--- src/rtl/mref_pkg.sv ---
package mref_pkg;
    typedef enum logic [2:0] {
        CL_JMP, CL_JSR, CL_ISZ, CL_DSZ, CL_LDA, CL_STA, CL_NOP
    } op_class_e;

    typedef enum logic [1:0] {
        AM_ZERO, AM_PCREL, AM_AC2, AM_AC3
    } addr_mode_e;

    typedef enum logic [2:0] {
        S_IDLE, S_PTR, S_LOAD, S_STORE, S_RETIRE, S_TRAP
    } state_e;
endpackage

--- src/rtl/mref_decode.sv ---
module mref_decode
    import mref_pkg::*;
#(
    parameter logic [7:0] TRAP_DIR_LO = 8'hC0,
    parameter logic [7:0] TRAP_IND_LO = 8'hE0
) (
    input  logic [7:0] op,
    input  logic [7:0] disp,
    output op_class_e  cls,
    output logic       ind,
    output addr_mode_e mode,
    output logic [1:0] acs,
    output logic       trap_hit
);
    always_comb begin
        unique case (op[7:5])
            3'b000: begin
                unique case (op[4:3])
                    2'b00:   cls = CL_JMP;
                    2'b01:   cls = CL_JSR;
                    2'b10:   cls = CL_ISZ;
                    default: cls = CL_DSZ;
                endcase
            end
            3'b001:  cls = CL_LDA;
            3'b010:  cls = CL_STA;
            default: cls = CL_NOP;
        endcase
        ind  = op[2];
        mode = addr_mode_e'(op[1:0]);
        acs  = op[4:3];
        trap_hit = (cls == CL_JSR) && (mode == AM_ZERO) &&
                   (ind ? (disp >= TRAP_IND_LO) : (disp >= TRAP_DIR_LO));
    end
endmodule

--- src/rtl/mref_agen.sv ---
module mref_agen
    import mref_pkg::*;
#(
    parameter int W = 16
) (
    input  addr_mode_e     mode,
    input  logic [7:0]     disp,
    input  logic [W-1:0]   pc,
    input  logic [W-1:0]   base2,
    input  logic [W-1:0]   base3,
    output logic [W-1:0]   ea
);
    localparam int EXT = W - 8;

    logic [W-1:0] zext, sext;
    assign zext = {{EXT{1'b0}}, disp};
    assign sext = {{EXT{disp[7]}}, disp};

    always_comb begin
        unique case (mode)
            AM_ZERO:  ea = zext;
            AM_PCREL: ea = pc + sext;
            AM_AC2:   ea = base2 + sext;
            default:  ea = base3 + sext;
        endcase
    end
endmodule

--- src/rtl/mref_ctrl.sv ---
module mref_ctrl
    import mref_pkg::*;
(
    input  logic       clk,
    input  logic       rst_n,
    input  logic       instr_valid,
    input  logic       mem_ack,
    input  op_class_e  live_cls,
    input  logic       live_ind,
    input  logic       live_trap,
    input  op_class_e  q_cls,
    input  logic       q_ind,
    input  addr_mode_e q_mode,
    output logic       accept,
    output logic       ptr_ack,
    output logic       load_ack,
    output logic       retire,
    output logic       instr_ready,
    output logic       mem_req,
    output logic       mem_we,
    output logic       done,
    output logic       trap,
    output logic       restart
);
    state_e state_q, state_d;

    function automatic state_e first_state(op_class_e c);
        state_e s;
        unique case (c)
            CL_LDA, CL_ISZ, CL_DSZ: s = S_LOAD;
            CL_STA:                 s = S_STORE;
            default:                s = S_RETIRE;
        endcase
        return s;
    endfunction

    always_comb begin
        state_d = state_q;
        unique case (state_q)
            S_IDLE: begin
                if (instr_valid) begin
                    if (live_cls == CL_NOP)  state_d = S_RETIRE;
                    else if (live_trap)      state_d = S_TRAP;
                    else if (live_ind)       state_d = S_PTR;
                    else                     state_d = first_state(live_cls);
                end
            end
            S_PTR:    if (mem_ack) state_d = first_state(q_cls);
            S_LOAD:   if (mem_ack) state_d = (q_cls == CL_LDA) ? S_RETIRE : S_STORE;
            S_STORE:  if (mem_ack) state_d = S_RETIRE;
            S_RETIRE: state_d = S_IDLE;
            S_TRAP:   state_d = S_IDLE;
            default:  state_d = S_IDLE;
        endcase
    end

    always_ff @(posedge clk) begin
        if (!rst_n) state_q <= S_IDLE;
        else        state_q <= state_d;
    end

    always_comb begin
        instr_ready = 1'b0;
        mem_req     = 1'b0;
        mem_we      = 1'b0;
        done        = 1'b0;
        trap        = 1'b0;
        restart     = 1'b0;
        accept      = 1'b0;
        ptr_ack     = 1'b0;
        load_ack    = 1'b0;
        retire      = 1'b0;
        unique case (state_q)
            S_IDLE: begin
                instr_ready = 1'b1;
                accept      = instr_valid;
            end
            S_PTR: begin
                mem_req = 1'b1;
                ptr_ack = mem_ack;
            end
            S_LOAD: begin
                mem_req  = 1'b1;
                load_ack = mem_ack;
            end
            S_STORE: begin
                mem_req = 1'b1;
                mem_we  = 1'b1;
            end
            S_RETIRE: begin
                done    = 1'b1;
                retire  = 1'b1;
                restart = (q_cls == CL_STA) && (q_mode == AM_PCREL) && !q_ind;
            end
            S_TRAP: begin
                done = 1'b1;
                trap = 1'b1;
            end
            default: ;
        endcase
    end
endmodule

--- src/rtl/mref_exec.sv ---
module mref_exec
    import mref_pkg::*;
#(
    parameter int         W           = 16,
    parameter logic [7:0] TRAP_DIR_LO = 8'hC0,
    parameter logic [7:0] TRAP_IND_LO = 8'hE0
) (
    input  logic         clk,
    input  logic         rst_n,
    input  logic         instr_valid,
    input  logic [7:0]   instr_op,
    input  logic [7:0]   instr_disp,
    output logic         instr_ready,
    output logic         mem_req,
    output logic         mem_we,
    output logic [W-1:0] mem_addr,
    output logic [W-1:0] mem_wdata,
    input  logic [W-1:0] mem_rdata,
    input  logic         mem_ack,
    output logic [W-1:0] pc,
    output logic [W-1:0] ac0,
    output logic [W-1:0] ac1,
    output logic [W-1:0] ac2,
    output logic [W-1:0] ac3,
    output logic         done,
    output logic         trap,
    output logic [7:0]   trap_disp,
    output logic         restart
);
    localparam int         NAC     = 4;
    localparam logic [W-1:0] ONE   = W'(1);
    localparam logic [W-1:0] TWO   = W'(2);
    localparam logic [W-1:0] MINUS1 = {W{1'b1}};

    op_class_e  live_cls, q_cls;
    logic       live_ind, live_trap, q_ind;
    addr_mode_e live_mode, q_mode;
    logic [1:0] live_acs, q_acs;
    logic [7:0] disp_q;

    logic [W-1:0] pc_q;
    logic [W-1:0] ac_q [NAC];
    logic [W-1:0] ea_live, ea_q, data_q;
    logic         accept, ptr_ack, load_ack, retire;

    mref_decode #(.TRAP_DIR_LO(TRAP_DIR_LO), .TRAP_IND_LO(TRAP_IND_LO)) u_dec (
        .op       (instr_op),
        .disp     (instr_disp),
        .cls      (live_cls),
        .ind      (live_ind),
        .mode     (live_mode),
        .acs      (live_acs),
        .trap_hit (live_trap)
    );

    mref_agen #(.W(W)) u_agen (
        .mode  (live_mode),
        .disp  (instr_disp),
        .pc    (pc_q),
        .base2 (ac_q[2]),
        .base3 (ac_q[3]),
        .ea    (ea_live)
    );

    mref_ctrl u_ctrl (
        .clk         (clk),
        .rst_n       (rst_n),
        .instr_valid (instr_valid),
        .mem_ack     (mem_ack),
        .live_cls    (live_cls),
        .live_ind    (live_ind),
        .live_trap   (live_trap),
        .q_cls       (q_cls),
        .q_ind       (q_ind),
        .q_mode      (q_mode),
        .accept      (accept),
        .ptr_ack     (ptr_ack),
        .load_ack    (load_ack),
        .retire      (retire),
        .instr_ready (instr_ready),
        .mem_req     (mem_req),
        .mem_we      (mem_we),
        .done        (done),
        .trap        (trap),
        .restart     (restart)
    );

    // Instruction fields and address/operand registers
    always_ff @(posedge clk) begin
        if (!rst_n) begin
            q_cls  <= CL_NOP;
            q_ind  <= 1'b0;
            q_mode <= AM_ZERO;
            q_acs  <= '0;
            disp_q <= '0;
            ea_q   <= '0;
            data_q <= '0;
        end else begin
            if (accept) begin
                q_cls  <= live_cls;
                q_ind  <= live_ind;
                q_mode <= live_mode;
                q_acs  <= live_acs;
                disp_q <= instr_disp;
                ea_q   <= ea_live;
            end
            if (ptr_ack) ea_q <= mem_rdata;
            if (load_ack) begin
                unique case (q_cls)
                    CL_ISZ:  data_q <= mem_rdata + ONE;
                    CL_DSZ:  data_q <= mem_rdata + MINUS1;
                    default: data_q <= mem_rdata;
                endcase
            end
        end
    end

    // Program counter
    always_ff @(posedge clk) begin
        if (!rst_n) begin
            pc_q <= '0;
        end else if (retire) begin
            unique case (q_cls)
                CL_JMP, CL_JSR: pc_q <= ea_q;
                CL_ISZ, CL_DSZ: pc_q <= pc_q + ((data_q == '0) ? TWO : ONE);
                default:        pc_q <= pc_q + ONE;
            endcase
        end
    end

    // Accumulator file
    for (genvar i = 0; i < NAC; i++) begin : g_ac
        logic ld_hit, link_hit;
        assign ld_hit   = retire && (q_cls == CL_LDA) && (q_acs == 2'(i));
        assign link_hit = retire && (q_cls == CL_JSR) && (i == NAC - 1);
        always_ff @(posedge clk) begin
            if (!rst_n)        ac_q[i] <= '0;
            else if (ld_hit)   ac_q[i] <= data_q;
            else if (link_hit) ac_q[i] <= pc_q + ONE;
        end
    end

    assign mem_addr  = ea_q;
    assign mem_wdata = (q_cls == CL_STA) ? ac_q[q_acs] : data_q;
    assign trap_disp = disp_q;
    assign pc  = pc_q;
    assign ac0 = ac_q[0];
    assign ac1 = ac_q[1];
    assign ac2 = ac_q[2];
    assign ac3 = ac_q[3];
endmodule

--- config.mk ---
export PLATFORM = sky130hd
export DESIGN_NAME = mref_exec
export DESIGN_NICKNAME = d
export VERILOG_FILES = /design/src/rtl/mref_pkg.sv /design/src/rtl/mref_decode.sv /design/src/rtl/mref_agen.sv /design/src/rtl/mref_ctrl.sv /design/src/rtl/mref_exec.sv
export SDC_FILE = /design/constraint.sdc
export NUM_CORES = 1
export LEC_CHECK = 0
export CORE_ASPECT_RATIO = 1.25
export CORE_MARGIN = 5
export CORE_UTILIZATION = 54
export DETAILED_ROUTE_END_ITERATION = 8
export GPL_TIMING_DRIVEN = 1
export PLACE_DENSITY = 0.92
export SLEW_MARGIN = 15
export SYNTH_ARGS = -nofsm -noshare
export SYNTH_HDL_FRONTEND = slang
export SYNTH_SLANG_ARGS = --single-unit
--- constraint.sdc ---
create_clock -name clk -period 4.7 [get_ports clk]
set_input_delay 0.94 -clock clk [delete_from_list [all_inputs] [get_ports clk]]
set_output_delay 0.94 -clock clk [all_outputs]
set_load 0.02 [all_outputs]
==> results of run 1 <==
==> stage by stage <==
stage / instance area (um^2) / std cells / power (mW) / utilization / hold WS (ns)
2_1_floorplan: 8720 / 978 / 1.92 / - / 0.436
3_3_place_gp: 10400 / 1299 / 2.21 / 0.650 / 0.442
3_5_place_dp: 10400 / 1299 / 2.23 / 0.650 / 0.449
4_1_cts: 11100 / 1331 / 3.72 / 0.691 / 0.458
5_1_grt: 11100 / 1331 / 3.85 / 0.691 / 0.482
6_report: 11100 / 1331 / 3.73 / 0.691 / 0.456
==> worst paths after layout <==
kind	depth (start not counted)	to	start	slack, ns
hold reg to reg	2	trap_disp[7]	trap_disp[7]	0.46
hold / removal	2	trap_disp[7]	trap_disp[7]	0.46
setup / recovery	14	mem_addr[13]	instr_op[0]	0.77
setup reg to reg	12	data_q[12]	q_cls[2]	1.24
==> worst min-delay path, cell delays in order (launching register included) <==
cell,delay (ns)
dfxtp_1,0.31
nand2_1,0.05
a21oi_1,0.05
==> logic make-up (layout without fill, tap and decap cells) <==
family / Yosys count / in the layout / synth area share
compound gates: 281 / 281 / 0.204
xor+xnor: 48 / 48 / 0.0482
fa+ha+maj: 38 / 38 / 0.0571
buf+inv: 94 / 231 / 0.0455
flops: 133 / 133 / 0.379
mux: 38 / 38 / 0.0689
simple gates: 346 / 346 / 0.197
==> sequential cells by signal (all words and copies together) (netlist names), named ones only <==
name	count
ac_q	64
data_q	16
mem_addr	16
pc	16
q_acs	2
q_cls	3
q_ind	1
q_mode	2
trap_disp	8
u_ctrl.state_q	3
==> power breakdown <==
part | switching (mW) | total (mW) | internal (mW) | leakage (nW)
clock network | 0.555 | 1.50 | 0.949 | 0.308
registers | 0.102 | 1.39 | 1.28 | 1.22
logic | 0.478 | 0.843 | 0.364 | 2.62
==> layout by cell type (no fill, tap or decap), types with 11 or more instances in the layout <==
master / n
clkdlybuf4s50_1: 161
nor2_1: 94
a21oi_1: 90
nand2_1: 90
dfxtp_1: 69
edfxtp_1: 64
o21ai_0: 56
and2_1: 54
ha_1: 35
xnor2_1: 29
nor3_1: 26
a22oi_1: 23
inv_1: 23
nand3_1: 20
xor2_1: 19
clkbuf_16: 17
mux4_2: 16
mux2_2: 16
a21o_1: 15
a211oi_1: 15
buf_4: 14
and3_1: 13
o22ai_1: 11
==> cells in the mapped netlist (19+ instances only) <==
cell      count  share of area
a21oi_1      90          0.052
a22oi_1      23          0.020
xor2_1       19          0.019
o21ai_0      58          0.033
nor3_1       26          0.015
nor2_1       94          0.040
edfxtp_1     64           0.22
nand3_1      20          0.011
dfxtp_1      69           0.16
clkbuf_1     42          0.018
inv_1        23         0.0099
nand2_1      90          0.039
xnor2_1      29          0.029
and2_1       54          0.039
ha_1         35          0.050
==> layout make-up <==
cell class,instances,area (um^2)
inverter,24,90.1
tap,216,270
clock inverter,14,225
clock buffer,18,429
fill,1188,4940
multi-input combinational,751,5030
timing repair buffer,175,1720
sequential,133,3300
==> routing by layer <==
metal / track usage / wire, um / vias up
li1: - / - / 3824
met1: 0.359 / 10400 / 3935
met2: 0.498 / 13700 / 484
met3: 0.0469 / 2340 / 81
met4: 0.118 / 1050 / 0
met5: 0 / 0 / -
==> flow_metrics.env, run 1 <==
export IMPL_track_usage=0.291
export IMPL_required_ns=5.04
export IMPL_pre_cts_ws_ns=0.388
export IMPL_antenna_found_initial=0
export IMPL_avgSynthCellArea_um2=8.91
export IMPL_min_period_over_period=0.836
export IMPL_status="complete, no violations"
export IMPL_gp_congestion=0.942
export IMPL_viasPerCell=6.25
export IMPL_fmax_ghz=0.254
export IMPL_die_h_um=152
export IMPL_final_min_clock_period_ns=3.93
export IMPL_area_delta_synth_final_pct=26.9
export IMPL_cts_root_buf="clkbuf_16"
export IMPL_hold_viol_final=0
export IMPL_ios=162
export IMPL_critPathMaxStageDelay_ns=0.54
export IMPL_core_area_mm2=0.0160
export IMPL_drive_above_1_share=0.0852
export IMPL_synthFlopType="dfxtp_1"
export IMPL_routed_wl_um=27500
export IMPL_synth_async_reset_ratio=0
export IMPL_leakagePower_nw=4.15
export IMPL_peakVddDrop_mv=0.256
export IMPL_overflow=0
export IMPL_synth_cell_types=72
export IMPL_ys_ff_latch=133
export IMPL_cts_made_buffers=17
export IMPL_synth_edff_count=64
export IMPL_cap_violations=0
export IMPL_critPathTopFamily="compound AO/OA/AOI/OAI gates"
export IMPL_criticalPathCategory="input pin to flip-flop"
export IMPL_die_area_mm2=0.0188
export IMPL_syn_instance_count=978
export IMPL_grt_pass1_vias=7963
export IMPL_max_slew_margin_rel=0.267
export IMPL_clk_insertion_delay_late_ns=0.43
export IMPL_rows=52
export IMPL_path_max_fanout=24
export IMPL_path_buf_inv=3
export IMPL_ant_nets=0
export IMPL_fp_dieW_um=124
export IMPL_io_buffers=161
export IMPL_wl_per_cell_um=20.7
export IMPL_cts_clk_slew_worst_paths_ns=0.06
export IMPL_slew_violations=0
export IMPL_grt_pass1_wl_um=43200
export IMPL_tritoncts="done"
export IMPL_synth_seq_area_share=0.379
export IMPL_grt_max_degree=40
export IMPL_critPathSlowestCell="clkdlybuf4s50_1"
export IMPL_ys_warn_count=0
export IMPL_p_per_area_mw_per_mm2=337
export IMPL_synth_nets=1052
export IMPL_worst_slew_pin_slew_ns=1.10
export IMPL_fin_ws_ns=0.769
export IMPL_cts_setup_buffers=0
export IMPL_crit_chain="clkdlybuf4s50_1 > inv_1 > ha_1 > buf_4 > nor2_1 > a21oi_1 > ha_1 > o21ai_0 > o21bai_1 > a31o_2 > a211oi_2 > a21oi_1 > o21a_1 > o32ai_1"
export IMPL_drc_errors=0
export IMPL_syn_cell_area_mm2=0.00872
export IMPL_diodes=0
export IMPL_drt_initial_drc_count=1037
export IMPL_ctsHoldBuffers=0
export IMPL_nNetsFinal=1176
export IMPL_endpoint_kind="flip-flop"
export IMPL_place_hpwl_um=20700
export IMPL_cts_sinks=133
export IMPL_drtPass1Iterations=8
export IMPL_finalSetupTns_ns=0
export IMPL_finalSetupViolCount=0
export IMPL_critPathLaunchType="input pin"
export IMPL_initial_core_util=0.545
export IMPL_rsz0062_at_grt="no"
export IMPL_cts_resized=0
export IMPL_h_tree_depth=4
export IMPL_crit_arrival_ns=4.27
export IMPL_cts_buffer_depth=2
export IMPL_via_count=8324
export IMPL_clock_skew_final_ns=0.00965
export IMPL_hold_path_class="flip-flop to flip-flop"
Power figures use the tool's default switching activity.
==> run 2: changes to the inputs <==
--- a/config.mk
+++ b/config.mk
@@ -7,10 +7,10 @@
 export LEC_CHECK = 0
 export CORE_ASPECT_RATIO = 1.25
 export CORE_MARGIN = 5
-export CORE_UTILIZATION = 54
+export CORE_UTILIZATION = 48
 export DETAILED_ROUTE_END_ITERATION = 8
 export GPL_TIMING_DRIVEN = 1
-export PLACE_DENSITY = 0.92
+export PLACE_DENSITY = 0.87
 export SLEW_MARGIN = 15
 export SYNTH_ARGS = -nofsm -noshare
 export SYNTH_HDL_FRONTEND = slang
==> constraint.sdc (replaced) <==
create_clock -name clk -period 3.1 [get_ports clk]
set_input_delay 0.62 -clock clk [delete_from_list [all_inputs] [get_ports clk]]
set_output_delay 0.62 -clock clk [all_outputs]
set_load 0.02 [all_outputs]
==> run 2 against run 1 <==
Wire length is 6.7% higher. Critical path type is now flip-flop to output pin. Clock-buffer cell count unchanged. Clock skew rose by 0.0015 ns. Global-route usage shrank 1.8 points. Final cell count increased by 7.7%. Largest cell class unchanged. Power grew 47%. First-iteration DRC count shrank 20%. Largest power group is now sequential cells. Non-clock buffer count increased by 90. Combinational power up 77%. Sequential power grew 49%.
==> flow_metrics.env, run 2 (synthesis gave the netlist of run 1 again) <==
export IMPL_status="complete, no violations"
export IMPL_tritoncts="done"
export IMPL_placed_cell_area_mm2=0.0111
export IMPL_stdcell_count=1433
export IMPL_drtPass1Iterations=5
export IMPL_nNetsFinal=1266
export IMPL_wl_per_cell_um=20.5
export IMPL_ios=162
export IMPL_initial_core_util=0.485
export IMPL_drt_initial_drc_count=825
export IMPL_clk_insertion_delay_late_ns=0.42
export IMPL_drive_above_1_share=0.164
export IMPL_viasPerCell=6.03
export IMPL_finalSetupTns_ns=0
export IMPL_path_buf_inv=2
export IMPL_routed_wl_um=29300
export IMPL_drc_errors=0
export IMPL_diodes=0
export IMPL_core_area_mm2=0.0180
export IMPL_final_cell_mix="clkdlybuf4s50_1, buf_4, nor2_1, nand2_1, a21oi_1"
export IMPL_max_slew_margin_rel=0.492
export IMPL_hold_viol_final=0
export IMPL_hold_path_class="flip-flop to flip-flop"
export IMPL_clock_skew_final_ns=0.0111
export IMPL_critPathSlowestCell="mux4_2"
export IMPL_cts_made_buffers=17
export IMPL_cts_root_buf="clkbuf_16"
export IMPL_cap_violations=0
export IMPL_crit_chain="buf_6 > mux4_2 > mux2_2 > clkdlybuf4s50_1"
export IMPL_gp_congestion=0.954
export IMPL_cts_clk_slew_worst_paths_ns=0.06
export IMPL_critPathLaunchType="flip-flop"
export IMPL_grt_pass1_wl_um=44900
export IMPL_min_period_over_period=0.965
export IMPL_critPathTopFamily="multiplexers"
export IMPL_ctsHoldBuffers=0
export IMPL_fin_hold_ws_ns=0.458
export IMPL_required_ns=2.48
export IMPL_cts_buffer_depth=2
export IMPL_h_tree_depth=4
export IMPL_track_usage=0.273
export IMPL_seq_area_mm2=0.00330
export IMPL_multiInputGateArea_mm2=0.00511
export IMPL_total_power_mw=5.50
export IMPL_area_delta_synth_final_pct=34.8
export IMPL_worst_slew_pin_slew_ns=0.760
export IMPL_antenna_found_initial=0
export IMPL_via_count=8641
export IMPL_die_h_um=161
export IMPL_criticalPathCategory="flip-flop to output pin"
export IMPL_final_min_clock_period_ns=2.99
export IMPL_crit_arrival_ns=2.37
export IMPL_cts_sinks=133
export IMPL_grt_pass1_vias=8389
export IMPL_peakVddDrop_mv=0.411
export IMPL_p_per_area_mw_per_mm2=468
export IMPL_die_area_mm2=0.0210
export IMPL_fp_dieW_um=131
export IMPL_ant_nets=0
export IMPL_finalSetupViolCount=0
export IMPL_place_hpwl_um=22200
export IMPL_rows=55
export IMPL_grt_max_degree=48
export IMPL_leakagePower_nw=4.57
export IMPL_regMostFlops="ac_q"
export IMPL_largest_register_ffs=64
export IMPL_dp_cells=1399
export IMPL_final_area_mm2=0.0118
export IMPL_endpoint_kind="output pin"
export IMPL_fillers=1406
export IMPL_io_buffers=161
export IMPL_overflow=0
export IMPL_critPathMaxStageDelay_ns=0.57
export IMPL_fmax_ghz=0.334
export IMPL_slew_violations=0
export IMPL_mostFrequentLayoutCell="clkdlybuf4s50_1"
export IMPL_path_max_fanout=16
[run 2: cell types whose count changed in the layout (fill, tap and decap cells not counted), moves of 4 or more]
| cell | change |
|---|---|
| buf_4 | +85 |
| ha_1 | -4 |
| bufinv_16 | -4 |
| buf_6 | +5 |
[run 2: stage by stage]
step,util,setup slack [ns]
2_1_floorplan,-,-0.0534
3_3_place_gp,0.618,-0.521
3_5_place_dp,0.618,-0.597
4_1_cts,0.654,0.0215
5_1_grt,0.654,-0.0325
6_report,0.654,0.109
[run 2: power by group]
part           internal (mW)  switching [mW]
clock                   1.11           0.823
combinational          0.682           0.810
sequential              1.95           0.129
[run 2: what timing repair did]
item / in CTS / in global routing
endpoints found under the setup margin: 6 / 17
setup buffers: 2 / 0
gates resized for setup: 20 / 2
pin swaps: 9 / 1
cloned: 0 / 0
[run 2: path summary, 6_finish.rpt]
kind	endpoint	slack, ns	cells past startpoint	from
worst min register to register	q_ind	0.46	2	q_ind
worst max-delay path	mem_wdata[7]	0.11	4	flip-flop
worst max register to register	pc[10]	0.17	13	data_q[11]
worst min-delay path	q_ind	0.46	2	q_ind
[run 2: cell type report]
type	instances	area share
clock inverters	14	0.0110
repair buffers	265	0.205
flip-flops and latches	133	0.281
well taps	228	0.0243
multi-input cells	751	0.435
clock buffers	18	0.0365
inverters	24	0.00767
[run 2: metal layers]
metal	up-vias	share of wire	track usage
li1	4005	-	-
met1	4051	0.37	0.331
met2	472	0.49	0.454
met3	113	0.088	0.0516
met4	0	0.054	0.141
met5	-	0	0
[run 2: worst min-delay path, cell delays in order (launching register included)]
cell     delay [ns]
dfxtp_1        0.31
nand2_1        0.05
a21oi_1        0.05
